[src/rtl/seq_status_pkg.sv]
package seq_status_pkg;
  localparam int NUM_SEQ = 2;

  typedef struct packed {
    logic [NUM_SEQ-1:0] setFlag;
    logic [NUM_SEQ-1:0] clrFlag;
    logic [NUM_SEQ-1:0] togBuf;
    logic [NUM_SEQ-1:0] zeroBuf;
  } strobes_t;
endpackage

[src/rtl/seq_status_ctrl.sv]
module seq_status_ctrl
  import seq_status_pkg::*;
(
  input  logic [NUM_SEQ-1:0] eosPulse,
  input  logic [NUM_SEQ-1:0] intMode,
  input  logic [NUM_SEQ-1:0] clrBits,
  input  logic [NUM_SEQ-1:0] bufQ,
  input  logic               wrHit,
  output strobes_t           stb
);
  always_comb begin
    // decision uses the parity value from before this event's toggle
    stb.setFlag = eosPulse & (~intMode | bufQ);
    stb.clrFlag = {NUM_SEQ{wrHit}} & clrBits;
    stb.togBuf  = eosPulse & intMode;
    stb.zeroBuf = ~intMode;
  end
endmodule

[src/rtl/seq_status_dp.sv]
module seq_status_dp
  import seq_status_pkg::*;
#(
  parameter int DATA_W = 16
) (
  input  logic               clk,
  input  logic               rstN,
  input  strobes_t           stb,
  input  logic [NUM_SEQ-1:0] busy,
  input  logic               rdSel,
  output logic [NUM_SEQ-1:0] flagQ,
  output logic [NUM_SEQ-1:0] bufQ,
  output logic [DATA_W-1:0]  rdData
);
  localparam int FLAG_LSB = 0;
  localparam int BUSY_LSB = NUM_SEQ;
  localparam int BUF_LSB  = 3 * NUM_SEQ;

  for (genvar g = 0; g < NUM_SEQ; g++) begin : g_seq
    logic flagR;
    logic bufR;

    always_ff @(posedge clk) begin
      if (!rstN) begin
        flagR <= 1'b0;
        bufR  <= 1'b0;
      end else begin
        if (stb.setFlag[g])      flagR <= 1'b1;
        else if (stb.clrFlag[g]) flagR <= 1'b0;

        if (stb.zeroBuf[g])      bufR <= 1'b0;
        else if (stb.togBuf[g])  bufR <= ~bufR;
      end
    end

    assign flagQ[g] = flagR;
    assign bufQ[g]  = bufR;
  end

  always_comb begin
    rdData = '0;
    if (rdSel) begin
      rdData[FLAG_LSB +: NUM_SEQ] = flagQ;
      rdData[BUSY_LSB +: NUM_SEQ] = busy;
      rdData[BUF_LSB  +: NUM_SEQ] = bufQ;
    end
  end
endmodule

[src/rtl/seq_status_reg.sv]
module seq_status_reg
  import seq_status_pkg::*;
#(
  parameter int DATA_W = 16
) (
  input  logic               clk,
  input  logic               rstN,
  input  logic [NUM_SEQ-1:0] eosPulse,
  input  logic [NUM_SEQ-1:0] busy,
  input  logic [NUM_SEQ-1:0] intMode,
  input  logic               wrEn,
  input  logic               rdEn,
  input  logic               addrHit,
  input  logic [DATA_W-1:0]  wrData,
  output logic [DATA_W-1:0]  rdData,
  output logic [NUM_SEQ-1:0] irq
);
  localparam int CLR_LSB = 2 * NUM_SEQ;
  localparam int BUF_LSB = 3 * NUM_SEQ;

  strobes_t           stb;
  logic [NUM_SEQ-1:0] flagQ;
  logic [NUM_SEQ-1:0] bufQ;
  logic               unusedWr;

  assign unusedWr = ^{wrData[DATA_W-1:BUF_LSB], wrData[CLR_LSB-1:0]};

  seq_status_ctrl ctrl_i (
    .eosPulse (eosPulse),
    .intMode  (intMode),
    .clrBits  (wrData[CLR_LSB +: NUM_SEQ]),
    .bufQ     (bufQ),
    .wrHit    (wrEn & addrHit),
    .stb      (stb)
  );

  seq_status_dp #(.DATA_W(DATA_W)) dp_i (
    .clk    (clk),
    .rstN   (rstN),
    .stb    (stb),
    .busy   (busy),
    .rdSel  (rdEn & addrHit),
    .flagQ  (flagQ),
    .bufQ   (bufQ),
    .rdData (rdData)
  );

  assign irq = flagQ;
endmodule

[config.mk]
export PLATFORM = sky130hd
export DESIGN_NAME = seq_status_reg
export DESIGN_NICKNAME = d
export VERILOG_FILES = /design/src/rtl/seq_status_pkg.sv /design/src/rtl/seq_status_ctrl.sv /design/src/rtl/seq_status_dp.sv /design/src/rtl/seq_status_reg.sv
export SDC_FILE = /design/constraint.sdc
export NUM_CORES = 1
export LEC_CHECK = 0
export BUFFER_PORTS_ARGS = -buffer_cell sky130_fd_sc_hd__buf_2
export CAP_MARGIN = 30
export CORE_AREA = 2 2 39 41
export CTS_CLUSTER_DIAMETER = 120
export DETAILED_ROUTE_END_ITERATION = 10
export DIE_AREA = 0 0 41 43
export GPL_ROUTABILITY_DRIVEN = 0
export HOLD_SLACK_MARGIN = 0.15
export PLACE_DENSITY = 0.8
export RECOVER_POWER = 50
export SLEW_MARGIN = 5
export SYNTH_ARGS = -nofsm -noshare
export SYNTH_HDL_FRONTEND = slang
export SYNTH_HIERARCHICAL = 1
export SYNTH_SLANG_ARGS = --single-unit
[constraint.sdc]
create_clock -name clk -period 1.25 [get_ports clk]
set_input_delay 0.125 -clock clk [delete_from_list [all_inputs] [get_ports clk]]
set_output_delay 0.125 -clock clk [all_outputs]
set_load 0.03 [all_outputs]
* After elaboration in Yosys (flattened, before gate mapping)
Index checks and enable logic that the tools add are counted.
** Cells by class
- Multipliers :: 0
- Div/mod/pow operators :: 0
- Bitwise gates (word level) :: 10
- Shift operators :: 0
- $lt $le $gt $ge :: 0
- Eq/ne operators :: 0
- Muxes and demuxes :: 6
- Reductions and logical operators :: 4
- Add/subtract/negate cells :: 0
** Operator list (count)
- 2-bit AND :: 3
- 1-bit 2-to-1 mux :: 4
- 4-bit 2-to-1 mux :: 1
- 2-bit nonzero test :: 2
- 2-bit OR reduction :: 2
- 1-bit inverter :: 3
- 1-bit AND :: 2
- 2-bit 2-to-1 mux :: 1
- 2-bit inverter :: 1
- 2-bit bitwise OR :: 1
** Word-level totals
- Memories kept :: 0
- Logic and storage cells :: 24
- ROM bits :: 0
- RAM bits :: 0
- Bits in latches :: 0
- Flip-flop bits (word level) :: 4
- Output and inout bits :: 18
- Bits of input ports :: 27

* Longest topological paths before layout
Gate-level depths: netlist of run 1.
- Word-level depth :: 4
- Gate-level depth with buffers :: 4
- Mapped depth without buffers :: 4

* Hierarchy
The synthesis of run 1 kept the hierarchy.
** Modules (own cells, without submodules)
- seq_status_dp :: seq. area each 80.1 um^2, area an instance 299.0 um^2, cells each 33, times used 1
- seq_status_ctrl :: seq. area each 0.0 um^2, area an instance 50.0 um^2, cells each 8, times used 1
- seq_status_reg :: seq. area each 0.0 um^2, area an instance 12.5 um^2, cells each 2, times used 1

* Least setup slack after synthesis of run 1
No wires, ideal clock.
- Path type :: register to register
- Start point :: reg dp_i.g_seq[0].bufR
- End point :: reg dp_i.g_seq[0].flagR
- Period minus slack after synthesis :: 0.853 ns
- Cell stages (with the launch flop) :: 4
- Required time :: 1.135 ns
- Arrival time :: 0.738 ns
- Library setup time :: 0.115 ns
- Setup slack :: 0.397 ns
- Path buffers :: 1
- Cell sequence :: dfxtp_1 buf_4 o21a_1 o21a_1
** RTL lines
- from (decl) :: line seq_status_dp.sv:21 : logic bufR;
- from (signal assigned) :: line seq_status_dp.sv:32 : else if (stb.togBuf[g]) bufR <= ~bufR;
- to (signal assigned) :: line seq_status_dp.sv:25 : flagR <= 1'b0;
- to (signal assigned) :: line seq_status_dp.sv:28 : if (stb.setFlag[g]) flagR <= 1'b1;
- to (signal assigned) :: line seq_status_dp.sv:29 : else if (stb.clrFlag[g]) flagR <= 1'b0;
- to (decl) :: line seq_status_dp.sv:20 : logic flagR;

==> results of run 1 <==
[timing repair]
| action | CTS | global route |
|---|---|---|
| hold buffers | 2 | 0 |
| setup buffers | 0 | 0 |
| endpoints found under the hold margin | 3 | 0 |
[critical path: cells and delay by family]
family / cells / cell delay (ps)
simple gates: 2 / 300
xor+xnor: 1 / 130
buf+inv: 2 / 650
[area by class of cell]
class / instances / area share [%]
flip-flops and latches: 4 / 17.9
multi-input cells: 32 / 45.3
well taps: 16 / 4.47
clock buffers: 3 / 5.03
repair buffers: 22 / 25.7
inverters: 2 / 1.68
[per-stage QoR]
stage | hold WS [ps] | total power [W] | std cells
after floorplan | 243 | 0.000267 | 52
after global placement | 370 | 0.000265 | 74
after detailed placement | 378 | 0.000267 | 74
after CTS | 151 | 0.000436 | 79
after global routing | 158 | 0.000455 | 79
final | 158 | 0.000424 | 79
[state kept, by name, summed over array words and instances, names as in the netlist]
| signal | cells |
|---|---|
| dp_i/g_seq.bufR | 2 |
| dp_i/g_seq.flagR | 2 |
[cell families (layout without fill, tap and decap cells)]
| logic type | count (synthesis) | count (layout) | synth area share, % |
|---|---|---|---|
| other | 1 | 10 | 1.04 |
| buffers and inverters | 16 | 27 | 31.1 |
| XOR/XNOR | 2 | 2 | 4.85 |
| AO/OA/AOI/OAI | 4 | 4 | 8.30 |
| AND/OR/NAND/NOR | 16 | 16 | 32.5 |
| flip-flops | 4 | 4 | 22.1 |
[routing by layer]
layer / global-route usage, % / vias to the layer above / routed length [um]
met5: 0 / - / 0
met3: 3.14 / 0 / 99
met1: 6.49 / 109 / 237
met4: 6.00 / 0 / 0
li1: - / 149 / -
met2: 9.38 / 24 / 248
[where the power goes]
group	leakage [nW]	internal (W)	switching [W]	total [W]
combinational	0.186	0.0000431	0.0000837	0.000127
sequential	0.0329	0.000136	0.00000478	0.000140
clock	0.0138	0.000107	0.0000498	0.000157
total	0.233	0.000286	0.000138	0.000424
[worst paths after layout]
| check | from | endpoint | depth (start not counted) |
|---|---|---|---|
| worst min-delay path | intMode[0] | dp_i/g_seq[0].bufR$_SDFFE_PP0P_ | 3 |
| worst max register to register | dp_i/g_seq[0].bufR$_SDFFE_PP0P_ | dp_i/g_seq[0].flagR$_SDFFE_PN0P_ | 2 |
| worst min register to register | dp_i/g_seq[0].bufR$_SDFFE_PP0P_ | dp_i/g_seq[0].bufR$_SDFFE_PP0P_ | 2 |
| worst max-delay path | intMode[1] | dp_i/g_seq[1].bufR$_SDFFE_PP0P_ | 5 |
[placed cells by master, fill, tap and decap left out]
cell type	count
inv_1	2
nor3b_2	2
o21a_1	4
nor2b_1	2
conb_1	10
and2_0	1
buf_2	16
and2_2	4
xnor2_1	2
dfxtp_1	4
and2_1	7
clkbuf_1	4
dlygate4sd3_1	2
clkbuf_4	3
==> run_results.csv, run 1 <==
group,metric,value,unit
grt,grt_pass1_wl,724,um
synth,synth.area.top_cells,"buf_4 29%, dfxtp_1 22%, and2_1 14%",
timing,finalClockSkew,0.0251,ps
synth,yosysTopAreaCell,"buf_4",
grt,grtUsageTotal,6.55,%
timing,hold_violations,0,
critical_path,critical-path-max-stage-delay,530,ps
drt,vias,282,
critical_path,critPathRequiredTime,1410,ps
placed_design,place_ws,336,ps
die,die_h,43,um
die,dieArea,0.00176,mm^2
drt,drtPass1Iterations,2,
die,ios,45,
critical_path,slowest_stage,"dlygate4sd3_1",
die,start_util,26.1,%
critical_path,rrSetupSlack,460,ps
grt,overflow,0,
die,rows,14,
synth,ys_seq_area_share,22.1,%
cts,ctsLongestPathBuffers,2,
layout,area_delta_synth_final,23.9,%
synth,synth_most_common_cell,"buf_4",
cts,cts_tree,"built",
pwr,power_density,947,mW/mm^2
timing,finalWorstSetupSlack,209,ps
drt,viasPerCell,3.57,
timing,clock.fmax,961,MHz
cts,post_cts_resized,0,
grt,antenna_found_initial,0,
synth,ys_seq_elements,4,
synth,synth_cell_types,10,
synth,synth_cells,43,
run_status,status,"completed",
drt,wl_per_cell,7.41,um
drt,finalWirelength,585,um
layout,fin_area,448,um^2
timing,rsz0062_at_grt,"false",
cts,numClockSinks,4,
cts,clk_latency,230,ps
layout,final_net_count,92,
die,core,0.00138,mm^2
placed_design,port-buffer-count,20,
synth,syn_avg_cell_area,8.41,um^2
cts,cts_root_buffer,"clkbuf_4",
critical_path,startpoint_type,"input port",
synth,ys_top_cells_by_count,"14 x buf_4, 8 x and2_1, 4 x and2_2, 4 x dfxtp_1, 4 x o21a_1",
timing,finalCritPeriodShare,83.2,%
pwr,cellLeakagePower,0.233,nW
cts,numCtsBuffers,3,
layout,antenna_cells,0,
grt,grt_pass1_vias,199,
layout,multi_input_area,203,um^2
drt,ant_nets,0,
layout,drive_gt1_share,39.7,%
synth,synth.yosys.warnings,6,
synth,ys.flop_type,"dfxtp_1",
layout,fill_cells,150,
timing,finalSetupTns,0,ps
worst_hold_path,min_path_type,"input port to flop",
layout,register_area,80.1,um^2
run,maxCapViolCount,0,
layout,utilization,32.4,%
drt,drc,0,
critical_path,worstPathCellList,"dlygate4sd3_1 -> buf_2 -> and2_2 -> xnor2_1 -> nor3b_2",
synth,synth_edf_count,0,
critical_path,cp.arrival,1200,ps
synth,ys_async_sr_fraction,0,%
critical_path,cp_max_fo,2,
cts,clkTransAtPathRegs,40,ps
pwr,ir_drop,0.000420,V
drt,drt_iter0_drc,1,
timing,min_period,1040,ps
synth,synth_top_area_share,29.1,%
grt,grt_max_degree,7,
placed_design,placed_area,410,um^2
timing,setup_viol,0,
critical_path,crit_type,"input port to flop",
critical_path,critPathCaptureType,"flop",
timing,finalMaxSlewViolations,0,
synth,synth_area,362,um^2
die,die_w,41,um
cts,htreeDepth,1,
Power figures use the tool's default switching activity.
==> inputs of run 2 (changes only) <==
--- a/config.mk
+++ b/config.mk
@@ -5,15 +5,15 @@
 export SDC_FILE = /design/constraint.sdc
 export NUM_CORES = 1
 export LEC_CHECK = 0
+export ABC_AREA = 1
 export BUFFER_PORTS_ARGS = -buffer_cell sky130_fd_sc_hd__buf_2
 export CAP_MARGIN = 30
-export CORE_AREA = 2 2 39 41
+export CORE_UTILIZATION = 30
 export CTS_CLUSTER_DIAMETER = 120
 export DETAILED_ROUTE_END_ITERATION = 10
-export DIE_AREA = 0 0 41 43
 export GPL_ROUTABILITY_DRIVEN = 0
 export HOLD_SLACK_MARGIN = 0.15
-export PLACE_DENSITY = 0.8
+export PLACE_DENSITY = 0.82
 export RECOVER_POWER = 50
 export SLEW_MARGIN = 5
 export SYNTH_ARGS = -nofsm -noshare
==> constraint.sdc (replaced) <==
create_clock -name clk -period 1 [get_ports clk]
set_input_delay 0.1 -clock clk [delete_from_list [all_inputs] [get_ports clk]]
set_output_delay 0.1 -clock clk [all_outputs]
set_load 0.03 [all_outputs]
==> run_results.csv, run 2 <==
group,metric,value,unit
cts,cts_setup_buffers,0,
critical_path,critPathCaptureType,"output port",
critical_path,critPathRequiredTime,900,ps
synth,synth_cells,76,
critical_path,slowest_stage,"dfxtp_2",
run_status,status,"completed",
drt,viasPerCell,3.58,
timing,setup_viol,0,
timing,hold_violations,0,
layout,register_area,82.6,um^2
die,start_util,32.3,%
grt,antenna_found_initial,0,
critical_path,crit_type,"flop to output port",
grt,grt_max_degree,7,
die,ios,45,
worst_hold_path,hold_start,"intMode[0]",
pwr,ir_drop,0.000267,V
critical_path,cp-startpoint,"dp_i/g_seq[0].bufR$_SDFFE_PP0P_",
synth,synth.area.top_cells,"buf_4 25%, inv_1 24%, nand2_1 20%",
layout,layout_commonest_cell,"inv_1",
synth,synth_most_common_cell,"inv_1",
synth,ys_seq_area_share,19.0,%
drt,drc,0,
layout,fin_area,512,um^2
pwr,cellLeakagePower,0.381,nW
cts,htreeDepth,1,
critical_path,cp_max_fo,4,
placed_design,hpwl,575,um
placed_design,port-buffer-count,20,
grt,grt_pass1_wl,1.01,mm
cts,cts_root_buffer,"clkbuf_4",
drt,wl_per_cell,6.37,um
timing,finalCritPeriodShare,94.1,%
critical_path,startpoint_type,"flop",
drt,drt_iter0_drc,6,
timing,finalMaxSlewViolations,0,
layout,largestRegisters,"dp_i/g_seq.bufR (2), dp_i/g_seq.flagR (2)",
cts,numCtsBuffers,3,
layout,final_net_count,124,
synth,ys.flop_type,"dfxtp_1",
cts,clkTransAtPathRegs,40,ps
layout,fill_cells,147,
pwr,power_density,1070,mW/mm^2
layout,multi_input_area,160,um^2
worst_hold_path,min_path_type,"input port to flop",
layout,antenna_cells,0,
timing,finalClockSkew,0.0732,ps
drt,finalWirelength,701,um
synth,synth.yosys.warnings,6,
drt,drtPass1Iterations,4,
grt,overflow,0,
cts,cts_tree,"built",
synth,yosysTopAreaCell,"buf_4",
critical_path,critical-path-max-stage-delay,340,ps
die,rows,13,
synth,synth_cell_types,9,
cts,clk_latency,230,ps
run,maxCapViolCount,0,
cts,ctsLongestPathBuffers,2,
synth,ys_seq_elements,4,
critical_path,worstPathCellList,"nand2_1 -> inv_1 -> clkbuf_4",
die,die_w,39.4,um
synth,synth_edf_count,0,
timing,rsz0062_at_grt,"false",
layout,mostFrequentLayoutCells,"27 x inv_1, 22 x nand2_1, 14 x buf_2",
die,dieArea,0.00156,mm^2
timing,finalSetupTns,0,ps
placed_design,placed_area,468,um^2
drt,vias,394,
synth,synth_top_area_share,25.0,%
synth,ys_top_cells_by_count,"27 x inv_1, 22 x nand2_1, 14 x buf_4, 4 x dfxtp_1",
die,die_h,39.4,um
grt,grtUsageTotal,10.3,%
grt,grt_pass1_vias,293,
timing,min_period,941,ps
cts,numClockSinks,4,
critical_path,cp.arrival,840,ps
synth,syn_avg_cell_area,5.53,um^2
synth,synth_area,420,um^2
layout,drive_gt1_share,31.6,%
synth,ys_async_sr_fraction,0,%
layout,area_delta_synth_final,21.7,%
critical_path,reg2reg_from,"dp_i/g_seq[0].bufR$_SDFFE_PP0P_",
timing,clock.fmax,1060,MHz
drt,ant_nets,0,
die,core,0.00130,mm^2
## run 2: final timing paths
kind                                       to  slack [ps]  cells after the start
min          dp_i/g_seq[0].flagR$_SDFFE_PN0P_         170                      4
max reg2reg  dp_i/g_seq[0].flagR$_SDFFE_PN0P_         270                      4
max                                 rdData[6]          60                      3
min reg2reg  dp_i/g_seq[1].flagR$_SDFFE_PN0P_         470                      2
## run 2: stage by stage
| stage | hold slack [ps] | total power [W] | setup WS [ps] | instances | util [%] |
|---|---|---|---|---|---|
| final | 165 | 0.000548 | 58.8 | 110 | 39.3 |
| after detailed placement | 369 | 0.000346 | 196 | 106 | 36.0 |
| after global routing | 181 | 0.000597 | 3.82 | 110 | 39.3 |
| after global placement | 369 | 0.000343 | 213 | 106 | 36.0 |
| after floorplan | 232 | 0.000342 | 216 | 85 | - |
| after CTS | 160 | 0.000560 | 1.52 | 110 | 38.7 |
## run 2: worst max-delay path: cells and delay by family (launching register included)
family	cells	cell delay (ps)
flip-flops	1	340
AND/OR/NAND/NOR	1	50
buffers and inverters	2	220
## run 2: repair_timing
item                                    CTS  global route
pin swaps                                 0             0
endpoints found under the setup margin    1             4
hold buffers                              1             0
endpoints found under the hold margin     4             0
gates resized for setup                   1             7
gates cloned                              0             0
## run 2: power by group
part | internal [W] | switching [W] | total [W]
Combinational | 0.0000492 | 0.000123 | 0.000172
Sequential | 0.000170 | 0.00000660 | 0.000177
Clock | 0.000134 | 0.0000648 | 0.000199
## run 2: kinds of logic (layout without fill, tap and decap cells)
| group | after synthesis | in the layout | share of synthesized area (%) |
|---|---|---|---|
| buf+inv | 43 | 53 | 50.9 |
| simple gates | 24 | 24 | 22.6 |
| compound gates | 4 | 4 | 6.55 |
| flops | 4 | 4 | 19.0 |
| other cells | 1 | 10 | 0.892 |
## run 2: area by class of cell
type	instances	area share (%)
well taps	15	3.67
inverters	29	21.3
clock buffers	3	4.40
flip-flops and latches	4	16.1
multi-input cells	38	31.3
repair buffers	21	23.2
## run 2: routing by layer
| layer | track usage, % | vias up | part of all wire [%] |
|---|---|---|---|
| li1 | - | 217 | - |
| met1 | 9.49 | 159 | 41 |
| met5 | 0 | - | 0 |
| met3 | 5.11 | 0 | 8.0 |
| met2 | 17.2 | 18 | 51 |
| met4 | 7.76 | 0 | 0 |
==> inputs of run 3 (changes only) <==
--- a/config.mk
+++ b/config.mk
@@ -13,9 +13,9 @@
 export DETAILED_ROUTE_END_ITERATION = 10
 export GPL_ROUTABILITY_DRIVEN = 0
 export HOLD_SLACK_MARGIN = 0.15
-export PLACE_DENSITY = 0.82
+export PLACE_DENSITY = 0.85
 export RECOVER_POWER = 50
-export SLEW_MARGIN = 5
+export SLEW_MARGIN = 10
 export SYNTH_ARGS = -nofsm -noshare
 export SYNTH_HDL_FRONTEND = slang
 export SYNTH_HIERARCHICAL = 1
==> constraint.sdc (replaced) <==
create_clock -name clk -period 0.85 [get_ports clk]
set_input_delay 0.085 -clock clk [delete_from_list [all_inputs] [get_ports clk]]
set_output_delay 0.085 -clock clk [all_outputs]
set_load 0.03 [all_outputs]
==> run_results.csv, run 3 (synthesized netlist as in run 2, its figures left out) <==
group,metric,value,unit
worst_hold_path,holdPathEnd,"dp_i/g_seq[0].flagR$_SDFFE_PN0P_",
placed_design,port-buffer-count,20,
die,die_h,39.4,um
layout,final_net_count,126,
timing,finalSetupTns,-77.0,ps
pwr,ir_drop,0.000484,V
layout,area_delta_synth_final,31.3,%
drt,vias,401,
pwr,cellLeakagePower,0.395,nW
cts,htreeDepth,1,
grt,grtUsageTotal,10.6,%
critical_path,critPathRequiredTime,760,ps
layout,drive_gt1_share,39.2,%
pwr,p_total,0.000657,W
worst_hold_path,hold_start,"intMode[0]",
layout,fill_cells,147,
timing,setup_viol,4,
critical_path,crit_type,"flop to output port",
cts,numClockSinks,4,
worst_hold_path,hold-path-cell-count,4,
run,maxCapViolCount,0,
drt,viasPerCell,3.58,
grt,grt_max_degree,7,
critical_path,critical-path-max-stage-delay,320,ps
die,dieArea,0.00156,mm^2
layout,register_area,83.8,um^2
timing,finalWorstSetupSlack,-24.4,ps
critical_path,startpoint_type,"flop",
run_status,violations,"setup timing",
drt,wl_per_cell,5.94,um
die,start_util,32.3,%
cts,ctsLongestPathBuffers,2,
critical_path,worstPathCellList,"nand2_1 -> inv_1 -> buf_6",
timing,min_period,874,ps
timing,finalCritPeriodShare,103,%
cts,clk_latency,230,ps
critical_path,slowest_stage,"dfxtp_2",
timing,clock.fmax,1140,MHz
critical_path,critPathCaptureType,"output port",
timing,rsz0062_at_grt,"true",
critical_path,cp.arrival,790,ps
cts,cts_tree,"built",
timing,finalMaxSlewViolations,0,
critical_path,ff2ff_path_depth,5,
layout,antenna_cells,0,
drt,ant_nets,0,
timing,hold_violations,0,
critical_path,crit_family,"flip-flops",
worst_hold_path,min_path_type,"input port to flop",
cts,cts_root_buffer,"clkbuf_4",
timing,finalClockSkew,0.0948,ps
pwr,power_density,1190,mW/mm^2
run_status,status,"complete, but fails checks",
drt,drtPass1Iterations,3,
cts,numCtsBuffers,3,
drt,finalWirelength,665,um
critical_path,critPathBufInv,2,
layout,multi_input_area,164,um^2
grt,grt_pass1_vias,324,
grt,antenna_found_initial,0,
critical_path,r2r_end,"dp_i/g_seq[1].flagR$_SDFFE_PN0P_",
layout,layout_commonest_cell,"inv_1",
critical_path,reg2reg_from,"dp_i/g_seq[1].bufR$_SDFFE_PP0P_",
die,die_w,39.4,um
grt,grt_pass1_wl,1.04,mm
layout,largestRegisters,"dp_i/g_seq.bufR (2), dp_i/g_seq.flagR (2)",
layout,utilization,42.4,%
die,rows,13,
placed_design,hpwl,526,um
drt,drt_iter0_drc,3,
cts,clkTransAtPathRegs,40,ps
layout,mostFrequentLayoutCells,"24 x inv_1, 22 x nand2_1, 16 x buf_2",
grt,overflow,0,
critical_path,rrSetupSlack,60,ps
die,ios,45,
critical_path,cp_max_fo,3,
die,core,0.00130,mm^2
drt,drc,0,
-- run 3: repair_timing --
item	4_1_cts	5_1_grt
pin swaps	0	3
endpoints found under the setup margin	6	8
hold buffers	1	0
resized for setup	12	5
setup buffers	2	0
endpoints found under the hold margin	4	0
-- run 3: area by class of cell --
class                           count  share of cell area (%)
Multi-Input combinational cell     38                    29.7
Tap cell                           15                    3.40
Timing Repair Buffer               23                    27.9
Sequential cell                     4                    15.2
Inverter                           29                    19.7
Clock buffer                        3                    4.08
-- run 3: where the power goes --
| part | total (W) | internal [W] | switching, W |
|---|---|---|---|
| clock network | 0.000234 | 0.000158 | 0.0000757 |
| logic | 0.000216 | 0.0000672 | 0.000149 |
| registers | 0.000207 | 0.000201 | 0.00000628 |
-- run 3: stage by stage --
step / instances / worst slack, ps / hold slack, ps / instance area [um^2]
6_report: 112 / -24.4 / 141 / 552
5_1_grt: 112 / -76.1 / 157 / 552
4_1_cts: 112 / -37.1 / 140 / 546
3_5_place_dp: 106 / 88.7 / 361 / 468
3_3_place_gp: 106 / 95.3 / 354 / 468
2_1_floorplan: 85 / 65.5 / 217 / 454
-- run 3: worst max-delay path by stage --
stage | to | cells past startpoint | from
finish | rdData[1] | 3 | dp_i/g_seq[1].flagR$_SDFFE_PN0P_
global route | rdData[1] | 3 | dp_i/g_seq[1].flagR$_SDFFE_PN0P_
CTS | rdData[1] | 3 | dp_i/g_seq[1].flagR$_SDFFE_PN0P_
detailed placement | dp_i/g_seq[1].flagR$_SDFFE_PN0P_ | 4 | dp_i/g_seq[1].bufR$_SDFFE_PP0P_
global placement | rdData[7] | 6 | addrHit
floorplan | dp_i/g_seq[0].flagR$_SDFFE_PN0P_ | 5 | dp_i/g_seq[0].bufR$_SDFFE_PP0P_
-- run 3: worst register-to-register path, delay by kind of cell (launching register included) --
kind | cells | cell delay, ps
AOI/OAI and AO/OA | 2 | 220
buffers and inverters | 3 | 190
DFF | 1 | 320
-- run 3: per-layer routing --
layer,track usage [%],vias to the layer above,wire length (um)
met3,3.41,2,83
met5,0,-,0
li1,-,222,-
met1,8.75,157,255
met2,18.9,20,320
met4,10.3,0,6
